### config.mk
export PLATFORM = sky130hd
export DESIGN_NAME = sector_prefetch_seq
export DESIGN_NICKNAME = d
export VERILOG_FILES = /design/src/rtl/spf_pkg.sv /design/src/rtl/spf_line_addr.sv /design/src/rtl/spf_issue_gate.sv /design/src/rtl/spf_seq_fsm.sv /design/src/rtl/sector_prefetch_seq.sv
export SDC_FILE = /design/constraint.sdc
export NUM_CORES = 1
export LEC_CHECK = 0
export ABC_AREA = 1
export BUFFER_PORTS_ARGS = -buffer_cell sky130_fd_sc_hd__buf_2
export CELL_PAD_IN_SITES_DETAIL_PLACEMENT = 1
export CELL_PAD_IN_SITES_GLOBAL_PLACEMENT = 2
export CORE_ASPECT_RATIO = 1.75
export CORE_MARGIN = 4
export CORE_UTILIZATION = 25
export CTS_BUF_LIST = sky130_fd_sc_hd__clkbuf_4
export DETAILED_ROUTE_END_ITERATION = 12
export PLACE_DENSITY_LB_ADDON = 0.05
export SETUP_SLACK_MARGIN = 0.02
export SYNTH_ARGS = -nofsm -noshare
export SYNTH_HDL_FRONTEND = slang
export SYNTH_HIERARCHICAL = 1
export SYNTH_SLANG_ARGS = --single-unit
### constraint.sdc
create_clock -name clk -period 1.1 [get_ports clk]
set_input_delay 0.055 -clock clk [delete_from_list [all_inputs] [get_ports clk]]
set_output_delay 0.055 -clock clk [all_outputs]
set_load 0.005 [all_outputs]
### src/rtl/spf_pkg.sv
// Package: shared state encoding for the sector fill sequencer.
// Assumes: nothing beyond the importing module using these names.
package spf_pkg;
    typedef enum logic [2:0] {
        S_IDLE    = 3'd0,  // waiting for a miss
        S_REQ_D   = 3'd1,  // presenting the demand request
        S_WAIT_D  = 3'd2,  // demand burst outstanding
        S_WAIT_DC = 3'd3,  // demand and pipelined companion outstanding
        S_REQ_C   = 3'd4,  // presenting the companion request
        S_WAIT_C  = 3'd5   // companion burst outstanding
    } spf_state_t;
endpackage

### src/rtl/spf_line_addr.sv
// Module: derives the line-aligned demand address and the companion
// (other half of the sector) address from a raw byte address.
// Assumes: LINE_BYTES is a power of two, and a sector is two lines.
module spf_line_addr #(
    parameter int ADDR_W     = 32,
    parameter int LINE_BYTES = 32
) (
    input  logic [ADDR_W-1:0] raw_addr,
    output logic [ADDR_W-1:0] dem_line,
    output logic [ADDR_W-1:0] comp_line
);
    localparam int OFS_W = $clog2(LINE_BYTES);
    localparam logic [ADDR_W-1:0] OFS_MASK = ADDR_W'(LINE_BYTES - 1);
    localparam logic [ADDR_W-1:0] SEL_BIT  = ADDR_W'(1) << OFS_W;

    // Clear the in-line offset; flip the line-select bit for the companion.
    always_comb begin
        dem_line  = raw_addr & ~OFS_MASK;
        comp_line = dem_line ^ SEL_BIT;
    end
endmodule

### src/rtl/spf_issue_gate.sv
// Module: decides whether a demand or a companion request may be shown.
// Assumes: all inputs are already synchronous to the block clock.
module spf_issue_gate (
    input  logic addr_hold,
    input  logic backoff,
    input  logic hi_prio_pending,
    input  logic companion_hit,
    input  logic new_miss,
    output logic dem_ok,
    output logic comp_ok
);
    logic bus_free;

    // Bus holds stop all requests; the companion also yields to demand work.
    always_comb begin
        bus_free = !(addr_hold || backoff);
        dem_ok   = bus_free;
        comp_ok  = bus_free && !hi_prio_pending && !companion_hit && !new_miss;
    end
endmodule

### src/rtl/spf_seq_fsm.sv
// Module: ordering state machine. It issues the demand line, then the
// companion for hardware misses, either pipelined (next-address seen) or
// after the demand burst. It drops the companion on a hit or a new miss.
// Assumes: the bus returns one burst_done per accepted request, in order.
module spf_seq_fsm #(
    parameter int ADDR_W = 32
) (
    input  logic              clk,
    input  logic              rst_n,
    input  logic              miss_valid,
    input  logic              miss_sw,
    input  logic [ADDR_W-1:0] dem_line,
    input  logic [ADDR_W-1:0] comp_line,
    input  logic              dem_ok,
    input  logic              comp_ok,
    input  logic              companion_hit,
    input  logic              next_addr,
    input  logic              req_ready,
    input  logic              burst_done,
    output logic              miss_ready,
    output logic              req_valid,
    output logic [ADDR_W-1:0] req_addr,
    output logic              req_pipelined,
    output logic              comp_sel,
    output logic              fill_done,
    output logic              fill_companion,
    output logic [ADDR_W-1:0] probe_addr
);
    import spf_pkg::*;

    spf_state_t        state, nxt;
    logic [ADDR_W-1:0] dem_q, comp_q;
    logic              have_comp, na_q, issued;

    // Next-state and output decode.
    always_comb begin
        nxt            = state;
        miss_ready     = 1'b0;
        req_valid      = 1'b0;
        req_addr       = dem_q;
        req_pipelined  = 1'b0;
        comp_sel       = 1'b0;
        fill_done      = 1'b0;
        fill_companion = 1'b0;
        issued         = 1'b0;
        case (state)
            S_IDLE: begin
                miss_ready = 1'b1;
                if (miss_valid) nxt = S_REQ_D;
            end
            S_REQ_D: begin
                req_valid = dem_ok;
                if (dem_ok && req_ready) nxt = S_WAIT_D;
            end
            S_WAIT_D: begin
                if (have_comp && na_q) begin
                    comp_sel      = 1'b1;
                    req_addr      = comp_q;
                    req_pipelined = 1'b1;
                    req_valid     = comp_ok;
                    issued        = comp_ok && req_ready;
                end
                fill_done = burst_done;
                if (burst_done) begin
                    if (issued)                          nxt = S_WAIT_C;
                    else if (have_comp && !companion_hit) nxt = S_REQ_C;
                    else                                 nxt = S_IDLE;
                end else if (issued) begin
                    nxt = S_WAIT_DC;
                end
            end
            S_WAIT_DC: begin
                fill_done = burst_done;
                if (burst_done) nxt = S_WAIT_C;
            end
            S_REQ_C: begin
                miss_ready = 1'b1;
                comp_sel   = 1'b1;
                req_addr   = comp_q;
                req_valid  = comp_ok;
                if (miss_valid)                nxt = S_REQ_D;
                else if (companion_hit)        nxt = S_IDLE;
                else if (comp_ok && req_ready) nxt = S_WAIT_C;
            end
            S_WAIT_C: begin
                fill_done      = burst_done;
                fill_companion = 1'b1;
                if (burst_done) nxt = S_IDLE;
            end
            default: nxt = S_IDLE;
        endcase
    end

    // State, captured addresses, companion flag and sampled next-address.
    always_ff @(posedge clk) begin
        if (!rst_n) begin
            state     <= S_IDLE;
            dem_q     <= '0;
            comp_q    <= '0;
            have_comp <= 1'b0;
            na_q      <= 1'b0;
        end else begin
            state <= nxt;
            na_q  <= (state == S_WAIT_D) && next_addr;
            if (miss_valid && miss_ready) begin
                dem_q     <= dem_line;
                comp_q    <= comp_line;
                have_comp <= !miss_sw;
            end else if (state == S_WAIT_D && companion_hit) begin
                have_comp <= 1'b0;
            end
        end
    end

    assign probe_addr = comp_q;
endmodule

### src/rtl/sector_prefetch_seq.sv
// Module: top of the sector fill sequencer. It connects address
// derivation, the issue gate and the ordering state machine.
// Assumes: a sector is two lines of LINE_BYTES, and the reset is
// synchronous and active low.
module sector_prefetch_seq #(
    parameter int ADDR_W     = 32,
    parameter int LINE_BYTES = 32
) (
    input  logic              clk,
    input  logic              rst_n,
    input  logic              miss_valid,
    input  logic [ADDR_W-1:0] miss_addr,
    input  logic              miss_sw,
    output logic              miss_ready,
    input  logic              hi_prio_pending,
    input  logic              companion_hit,
    output logic [ADDR_W-1:0] probe_addr,
    input  logic              addr_hold,
    input  logic              backoff,
    input  logic              next_addr,
    output logic              req_valid,
    input  logic              req_ready,
    output logic [ADDR_W-1:0] req_addr,
    output logic              req_pipelined,
    input  logic              burst_done,
    output logic              fill_done,
    output logic              fill_companion
);
    logic [ADDR_W-1:0] dem_line, comp_line;
    logic              dem_ok, comp_ok, comp_sel;

    spf_line_addr #(.ADDR_W(ADDR_W), .LINE_BYTES(LINE_BYTES)) u_addr (
        .raw_addr (miss_addr),
        .dem_line (dem_line),
        .comp_line(comp_line)
    );

    spf_issue_gate u_gate (
        .addr_hold      (addr_hold),
        .backoff        (backoff),
        .hi_prio_pending(hi_prio_pending),
        .companion_hit  (companion_hit),
        .new_miss       (miss_valid),
        .dem_ok         (dem_ok),
        .comp_ok        (comp_ok)
    );

    spf_seq_fsm #(.ADDR_W(ADDR_W)) u_fsm (
        .clk           (clk),
        .rst_n         (rst_n),
        .miss_valid    (miss_valid),
        .miss_sw       (miss_sw),
        .dem_line      (dem_line),
        .comp_line     (comp_line),
        .dem_ok        (dem_ok),
        .comp_ok       (comp_ok),
        .companion_hit (companion_hit),
        .next_addr     (next_addr),
        .req_ready     (req_ready),
        .burst_done    (burst_done),
        .miss_ready    (miss_ready),
        .req_valid     (req_valid),
        .req_addr      (req_addr),
        .req_pipelined (req_pipelined),
        .comp_sel      (comp_sel),
        .fill_done     (fill_done),
        .fill_companion(fill_companion),
        .probe_addr    (probe_addr)
    );
endmodule

==> impl_metrics.xml, run 1 <==
<?xml version="1.0" encoding="UTF-8"?>
<metrics>
  <group name="clock_tree">
    <metric name="clockRootBuffer" unit="">clkbuf_4</metric>
    <metric name="clk-insertion-delay-late" unit="ns">0.44</metric>
    <metric name="cts_num_sinks" unit="">69</metric>
    <metric name="tritoncts" unit="">yes</metric>
    <metric name="path_clk_slew" unit="ns">0.13</metric>
    <metric name="max-clock-path-buffers" unit="">2</metric>
    <metric name="tritoncts.num_buffers" unit="">9</metric>
    <metric name="htree_levels" unit="">3</metric>
  </group>
  <group name="detailed_routing">
    <metric name="detailedRoute.firstIterationViolations" unit="">76</metric>
    <metric name="drt-total-wl" unit="µm">13900</metric>
    <metric name="antenna_violating_nets_post_route" unit="">0</metric>
    <metric name="drt_pre_antenna_iters" unit="">4</metric>
    <metric name="routed_via_density" unit="">4.43</metric>
    <metric name="remaining_drc_errors" unit="">0</metric>
    <metric name="routedWlPerCell" unit="µm">16.4</metric>
    <metric name="routed-via-count" unit="">3765</metric>
  </group>
  <group name="setup_path">
    <metric name="worst-endpoint-arrival" unit="ns">1.80</metric>
    <metric name="timing.critical_path.cells" unit="">nor2_4, nand2_4, o21ai_4, buf_12, clkbuf_16, nor2_1, nor2_1, buf_2</metric>
    <metric name="r2r_setup_slack" unit="ns">-0.45</metric>
    <metric name="timing.critical_path.buf_inv" unit="">3</metric>
    <metric name="crit_path_top_delay_cell" unit="">dfxtp_4</metric>
    <metric name="critical_path.startpoint" unit="">u_fsm/state[0]$_SDFFE_PN0P_</metric>
    <metric name="cpLargestDelayFamily" unit="">buffers and inverters</metric>
    <metric name="timing.reg2reg.worst_path_depth" unit="">11</metric>
    <metric name="crit_path_max_fo" unit="">6</metric>
    <metric name="critPathLaunchType" unit="">flop</metric>
    <metric name="critical_path.endpoint_type" unit="">primary output</metric>
    <metric name="worst_path_most_repeated_cell" unit="">nor2_1</metric>
    <metric name="timing.critical_path.required" unit="ns">1.04</metric>
    <metric name="critical_path_depth" unit="">8</metric>
    <metric name="max_stage_delay" unit="ns">0.38</metric>
    <metric name="timing.setup.critical_path_class" unit="">flop to primary output</metric>
    <metric name="r2r-start" unit="">u_fsm/state[0]$_SDFFE_PN0P_</metric>
    <metric name="worst_r2r_endpoint" unit="">u_fsm/state[2]$_SDFFE_PN0P_</metric>
  </group>
  <group name="power_and_ir_drop">
    <metric name="clock_power_share" unit="">0.134</metric>
    <metric name="power.static_leakage" unit="nW">2.81</metric>
    <metric name="power-per-cell-area" unit="nW/µm²">2360</metric>
    <metric name="p_int" unit="mW">8.73</metric>
    <metric name="post-layout-total-power" unit="mW">14.3</metric>
    <metric name="seqPwrFrac" unit="">0.272</metric>
    <metric name="net-switching-power" unit="mW">5.59</metric>
    <metric name="gate_power_share" unit="">0.594</metric>
    <metric name="ir_drop" unit="V">0.000720</metric>
    <metric name="netSwitchingFraction" unit="">0.390</metric>
  </group>
  <group name="finish">
    <metric name="fin_cells" unit="">849</metric>
    <metric name="layout_common_cells" unit="">nor2_1 (171), buf_2 (104), o21ai_2 (64), dfxtp_1 (60), nor2_2 (51)</metric>
    <metric name="utilization" unit="">0.432</metric>
    <metric name="mostFrequentLayoutCell" unit="">nor2_1</metric>
    <metric name="num-nets-final" unit="">710</metric>
    <metric name="area_growth_syn_to_layout" unit="%">68.6</metric>
    <metric name="final_layout_size_suffix_gt1_frac" unit="">0.544</metric>
  </group>
  <group name="timing">
    <metric name="clock-skew-final" unit="ns">0.0162</metric>
    <metric name="slew_viol_final" unit="">0</metric>
    <metric name="grt_setup_unrepaired" unit="">yes</metric>
    <metric name="period_share" unit="">1.68</metric>
    <metric name="period_minus_slack" unit="ns">1.85</metric>
    <metric name="peak_freq" unit="MHz">540</metric>
    <metric name="layout_setup_ws" unit="ns">-0.751</metric>
    <metric name="final-setup-viol-count" unit="">105</metric>
    <metric name="setup-tns-final" unit="ns">-47.42</metric>
    <metric name="hold_viol" unit="">0</metric>
  </group>
  <group name="worst_hold_path">
    <metric name="worstHoldEndpoint" unit="">u_fsm/probe_addr[8]$_SDFFE_PN0P_</metric>
    <metric name="worstHoldPathCells" unit="">4</metric>
    <metric name="worstHoldPathType" unit="">input port to flop</metric>
    <metric name="worstHoldStart" unit="">rst_n</metric>
  </group>
  <group name="synth">
    <metric name="ys_ff_latch" unit="">69</metric>
    <metric name="synth_simple_gate_area_frac" unit="">0.316</metric>
    <metric name="mappedNetlistArea" unit="µm²">3600</metric>
    <metric name="post_synth_xor_area_fraction" unit="">0</metric>
    <metric name="number_of_instances_in_the_synthesized_netlist" unit="">534</metric>
    <metric name="synth.mux.area_fraction" unit="">0</metric>
    <metric name="largest_family_of_logic_cells_by_synthesized_area" unit="">simple AND/OR/NAND/NOR gates</metric>
    <metric name="synth-compound-area-share" unit="">0.101</metric>
    <metric name="ys_seq_area_frac" unit="">0.383</metric>
    <metric name="postSynthAreaPerCell" unit="µm²">6.75</metric>
    <metric name="synth-adder-area-share" unit="">0</metric>
    <metric name="yosys_warnings" unit="">6</metric>
    <metric name="yosys.cell_types.count" unit="">22</metric>
  </group>
  <group name="place">
    <metric name="pre_cts_slack" unit="ns">-0.443</metric>
    <metric name="port_buffer_count" unit="">106</metric>
    <metric name="gp_routability_congestion" unit="">0.784</metric>
    <metric name="dpl.hpwl" unit="µm">7850</metric>
    <metric name="placedCellCount" unit="">761</metric>
  </group>
  <group name="status">
    <metric name="status" unit="">finished, violations left</metric>
    <metric name="violated_checks" unit="">negative setup slack</metric>
  </group>
  <group name="floorplan">
    <metric name="rows" unit="">57</metric>
    <metric name="top_level_ports" unit="">112</metric>
    <metric name="initial_cell_density_of_the_core" unit="">0.257</metric>
    <metric name="fp.dieW" unit="µm">98.8</metric>
    <metric name="core_area" unit="µm²">14000</metric>
    <metric name="die_area" unit="µm²">16500</metric>
    <metric name="dieHeight" unit="µm">167</metric>
  </group>
  <group name="run">
    <metric name="cap_violations" unit="">0</metric>
  </group>
  <group name="global_route">
    <metric name="gr-total-overflow" unit="">0</metric>
    <metric name="track_usage" unit="">0.168</metric>
    <metric name="grt_pass1_wl" unit="µm">21600</metric>
    <metric name="number_of_antenna_violations_at_the_first_check_in_global_routing" unit="">1</metric>
    <metric name="maximum_number_of_pins_on_one_net_before_global_route_repair" unit="">70</metric>
    <metric name="grt_pass1_vias" unit="">4037</metric>
  </group>
</metrics>
==> sequential cells by signal (all words and copies together) (netlist names) <==
register,cells
u_fsm/dem_q,32
u_fsm/probe_addr,32
u_fsm/state,3
u_fsm/have_comp,1
u_fsm/na_q,1
==> layer usage <==
layer  up-vias  track usage  share of wire
met5         -            0              0
met4         0       0.0553          0.020
met3        18       0.0289          0.034
met2        72        0.315           0.56
met1      1789        0.187           0.39
li1       1886            -              -
==> layout make-up <==
cell class | instances | area, µm²
Inverter | 12 | 73.8
Tap cell | 177 | 221
Multi-Input combinational cell | 370 | 2180
Sequential cell | 69 | 1400
Clock inverter | 4 | 73.8
Antenna cell | 1 | 2.50
Timing Repair Buffer | 205 | 2040
Clock buffer | 11 | 82.6
Fill cell | 1691 | 7970
==> logic make-up after synthesis <==
logic type / Yosys count
buf+inv: 104
compound gates: 69
flops: 69
simple gates: 291
other cells: 1
==> how the worst max path moves through the flow <==
| stage | endpoint |
|---|---|
| final | req_addr[6] |
| after global routing | req_addr[13] |
| after CTS | req_addr[11] |
| after detailed placement | u_fsm/state[2]$_SDFFE_PN0P_ |
| after global placement | u_fsm/state[2]$_SDFFE_PN0P_ |
| after floorplan | req_addr[10] |
==> power groups by stage <==
stage | logic [mW] | clock network (mW) | registers, mW
floorplan | 3.08 | 0 | 3.65
global placement | 4.80 | 0 | 3.75
detailed placement | 4.88 | 0 | 3.77
CTS | 7.98 | 2.00 | 3.75
global route | 9.29 | 2.11 | 4.00
finish | 8.50 | 1.92 | 3.90
==> Yosys cell counts, drive strengths merged <==
master  count  share of area
nand3      12          0.017
buf        81           0.17
nand4       1         0.0017
clkbuf     11          0.013
a211oi      1         0.0021
or2         1         0.0017
a32o        1         0.0028
o21ai      67          0.096
dfxtp      69           0.38
nand2      25          0.027
conb        1         0.0010
nand3b      1         0.0021
nor2      251           0.27
inv        12          0.012
==> per-stage QoR <==
stage                     hold slack (ns)  instance area (µm²)
after floorplan                     0.174                 3710
after global placement              0.307                 4040
after detailed placement            0.317                 4040
after CTS                           0.131                 5700
after global routing                0.133                 6080
final                               0.135                 6080
==> tightest hold or removal path: stages <==
cell	delay, ns
buf_2	0.12
buf_12	0.22
o21ai_2	0.10
nor2_1	0.04
==> timing repair <==
item / in CTS / in global routing
buffers inserted: 23 / 4
hold buffers: 29 / 0
pin swaps: 14 / 42
endpoints found under the setup margin: 105 / 111
gates cloned: 18 / 3
endpoints found under the hold margin: 56 / 0
gates resized for setup: 143 / 109
Note: power is estimated with default switching activity, not from simulation.
==> run 2: changes to the inputs <==
==> constraint.sdc (replaced) <==
create_clock -name clk -period 1.1 [get_ports clk]
set_input_delay 0.11 -clock clk [delete_from_list [all_inputs] [get_ports clk]]
set_output_delay 0.11 -clock clk [all_outputs]
set_load 0.005 [all_outputs]
==> impl_metrics.xml, run 2 (synthesis gave the netlist of run 1 again) <==
<?xml version="1.0" encoding="UTF-8"?>
<metrics>
  <group name="status">
    <metric name="status" unit="">finished, violations left</metric>
    <metric name="violated_checks" unit="">negative setup slack</metric>
  </group>
  <group name="timing">
    <metric name="setup-tns-final" unit="ns">-57.32</metric>
    <metric name="period_minus_slack" unit="ns">1.97</metric>
    <metric name="grt_setup_unrepaired" unit="">yes</metric>
    <metric name="clock-skew-final" unit="ns">0.0190</metric>
    <metric name="peak_freq" unit="MHz">509</metric>
    <metric name="slew_viol_final" unit="">0</metric>
    <metric name="final.hold.worst_slack" unit="ns">0.215</metric>
    <metric name="period_share" unit="">1.79</metric>
    <metric name="final-setup-viol-count" unit="">105</metric>
    <metric name="layout_setup_ws" unit="ns">-0.865</metric>
    <metric name="hold_viol" unit="">0</metric>
  </group>
  <group name="place">
    <metric name="port_buffer_count" unit="">106</metric>
    <metric name="gp_routability_congestion" unit="">0.788</metric>
    <metric name="dpl.hpwl" unit="µm">8350</metric>
  </group>
  <group name="setup_path">
    <metric name="timing.reg2reg.worst_path_depth" unit="">11</metric>
    <metric name="timing.critical_path.required" unit="ns">0.99</metric>
    <metric name="end_point_of_the_critical_path" unit="">req_valid</metric>
    <metric name="critical_path.endpoint_type" unit="">primary output</metric>
    <metric name="r2r_setup_slack" unit="ns">-0.53</metric>
    <metric name="r2r-start" unit="">u_fsm/state[0]$_SDFFE_PN0P_</metric>
    <metric name="timing.setup.critical_path_class" unit="">flop to primary output</metric>
    <metric name="critical_path.startpoint" unit="">u_fsm/state[0]$_SDFFE_PN0P_</metric>
    <metric name="crit_path_max_fo" unit="">7</metric>
    <metric name="worst_r2r_endpoint" unit="">u_fsm/state[1]$_SDFFE_PN0P_</metric>
    <metric name="critPathLaunchType" unit="">flop</metric>
    <metric name="worst-endpoint-arrival" unit="ns">1.86</metric>
  </group>
  <group name="global_route">
    <metric name="number_of_antenna_violations_at_the_first_check_in_global_routing" unit="">1</metric>
    <metric name="grt_pass1_vias" unit="">4172</metric>
    <metric name="gr-total-overflow" unit="">0</metric>
    <metric name="maximum_number_of_pins_on_one_net_before_global_route_repair" unit="">70</metric>
    <metric name="track_usage" unit="">0.164</metric>
    <metric name="grt_pass1_wl" unit="µm">21500</metric>
  </group>
  <group name="finish">
    <metric name="multi_input_area" unit="µm²">2390</metric>
    <metric name="num-nets-final" unit="">720</metric>
    <metric name="mostFrequentLayoutCell" unit="">nor2_1</metric>
    <metric name="sequential_cell_area" unit="µm²">1470</metric>
    <metric name="final.fill_count" unit="">1649</metric>
    <metric name="final_layout_size_suffix_gt1_frac" unit="">0.618</metric>
    <metric name="area_growth_syn_to_layout" unit="%">74.5</metric>
    <metric name="layout_common_cells" unit="">nor2_1 (141), buf_2 (91), nor2_2 (61), o21ai_2 (55), nor2_4 (49)</metric>
  </group>
  <group name="detailed_routing">
    <metric name="drt_pre_antenna_iters" unit="">4</metric>
    <metric name="remaining_drc_errors" unit="">0</metric>
    <metric name="antenna_violating_nets_post_route" unit="">0</metric>
    <metric name="routed-via-count" unit="">3789</metric>
    <metric name="routed_via_density" unit="">4.41</metric>
    <metric name="detailedRoute.firstIterationViolations" unit="">73</metric>
    <metric name="routedWlPerCell" unit="µm">16.2</metric>
    <metric name="drt-total-wl" unit="µm">14000</metric>
  </group>
  <group name="power_and_ir_drop">
    <metric name="post-layout-total-power" unit="mW">14.5</metric>
    <metric name="power.static_leakage" unit="nW">2.83</metric>
    <metric name="power-per-cell-area" unit="nW/µm²">2310</metric>
    <metric name="ir_drop" unit="V">0.000969</metric>
  </group>
  <group name="clock_tree">
    <metric name="max-clock-path-buffers" unit="">2</metric>
    <metric name="clockRootBuffer" unit="">clkbuf_4</metric>
    <metric name="tritoncts" unit="">yes</metric>
    <metric name="htree_levels" unit="">3</metric>
    <metric name="tritoncts.num_buffers" unit="">9</metric>
    <metric name="cts_num_sinks" unit="">69</metric>
    <metric name="clk-insertion-delay-late" unit="ns">0.43</metric>
    <metric name="path_clk_slew" unit="ns">0.12</metric>
  </group>
  <group name="floorplan">
    <metric name="initial_cell_density_of_the_core" unit="">0.257</metric>
    <metric name="die_area" unit="µm²">16500</metric>
    <metric name="rows" unit="">57</metric>
    <metric name="core_area" unit="µm²">14000</metric>
    <metric name="dieHeight" unit="µm">167</metric>
    <metric name="top_level_ports" unit="">112</metric>
    <metric name="fp.dieW" unit="µm">98.8</metric>
  </group>
  <group name="run">
    <metric name="cap_violations" unit="">0</metric>
  </group>
  <group name="worst_hold_path">
    <metric name="worstHoldPathType" unit="">input port to flop</metric>
  </group>
</metrics>
run 2: cell types whose count changed in the layout (fill, tap and decap cells not counted), sizes merged:
| cell | change |
|---|---|
| buf | +6 |
| clkbuf | +1 |
| clkinvlp | +2 |
| nand2 | +1 |
run 2: worst max-delay path: stages (launching register included):
cell and delay (ns):
dfxtp_4 0.38, buf_12 0.13, nor2_4 0.12, nand2_2 0.09, o21ai_4 0.11, buf_6 0.17
clkbuf_16 0.17, a32o_2 0.16, buf_2 0.12
run 2: report_power, final:
| group | switching, mW | leakage [nW] | internal (mW) | total [mW] |
|---|---|---|---|---|
| Combinational | 4.10 | 2.17 | 4.46 | 8.56 |
| Clock | 0.952 | 0.0799 | 0.925 | 1.88 |
| Sequential | 0.780 | 0.588 | 3.32 | 4.10 |
run 2: worst min-delay path by stage:
stage               startpoint                                 to  cells after the start
finish                   rst_n  u_fsm/probe_addr[31]$_SDFFE_PN0P_                      4
detailed placement   next_addr              u_fsm/na_q$_SDFF_PN0_                      3
global placement     next_addr              u_fsm/na_q$_SDFF_PN0_                      3
floorplan            next_addr              u_fsm/na_q$_SDFF_PN0_                      2
global route             rst_n   u_fsm/probe_addr[8]$_SDFFE_PN0P_                      4
CTS                      rst_n  u_fsm/probe_addr[14]$_SDFFE_PN0P_                      4
run 2: timing repair:
action | 4_1_cts | 5_1_grt
pin swaps | 19 | 65
cloned | 13 | 5
setup endpoints to repair | 121 | 132
resized for setup | 143 | 213
hold buffers | 29 | 0
endpoints found under the hold margin | 55 | 0
buffers inserted | 18 | 16
run 2: layout make-up:
cell class | count | share of cell area
tap | 177 | 0.0352
sequential | 69 | 0.234
timing repair inverter | 1 | 0.00259
inverter | 12 | 0.0101
clock buffer | 10 | 0.0119
antenna | 1 | 0.000398
timing repair buffer | 213 | 0.314
clock inverter | 5 | 0.0121
multi-input combinational | 371 | 0.380
run 2: metal layers:
layer  up-vias  global-route usage  wire length, µm
li1       1886                   -                -
met1      1811               0.171             5250
met2        73               0.319             7980
met3        19              0.0268              437
met4         0              0.0606              286
met5         -                   0                0
run 2: through the flow:
step / util / cells / instance area, µm² / setup WS [ns]
detailed placement: 0.293 / 773 / 4110 / -0.431
global route: 0.448 / 859 / 6290 / -0.942
CTS: 0.396 / 847 / 5560 / -0.825
floorplan: - / 543 / 3710 / -0.187
global placement: 0.293 / 773 / 4110 / -0.381
finish: 0.448 / 859 / 6290 / -0.865
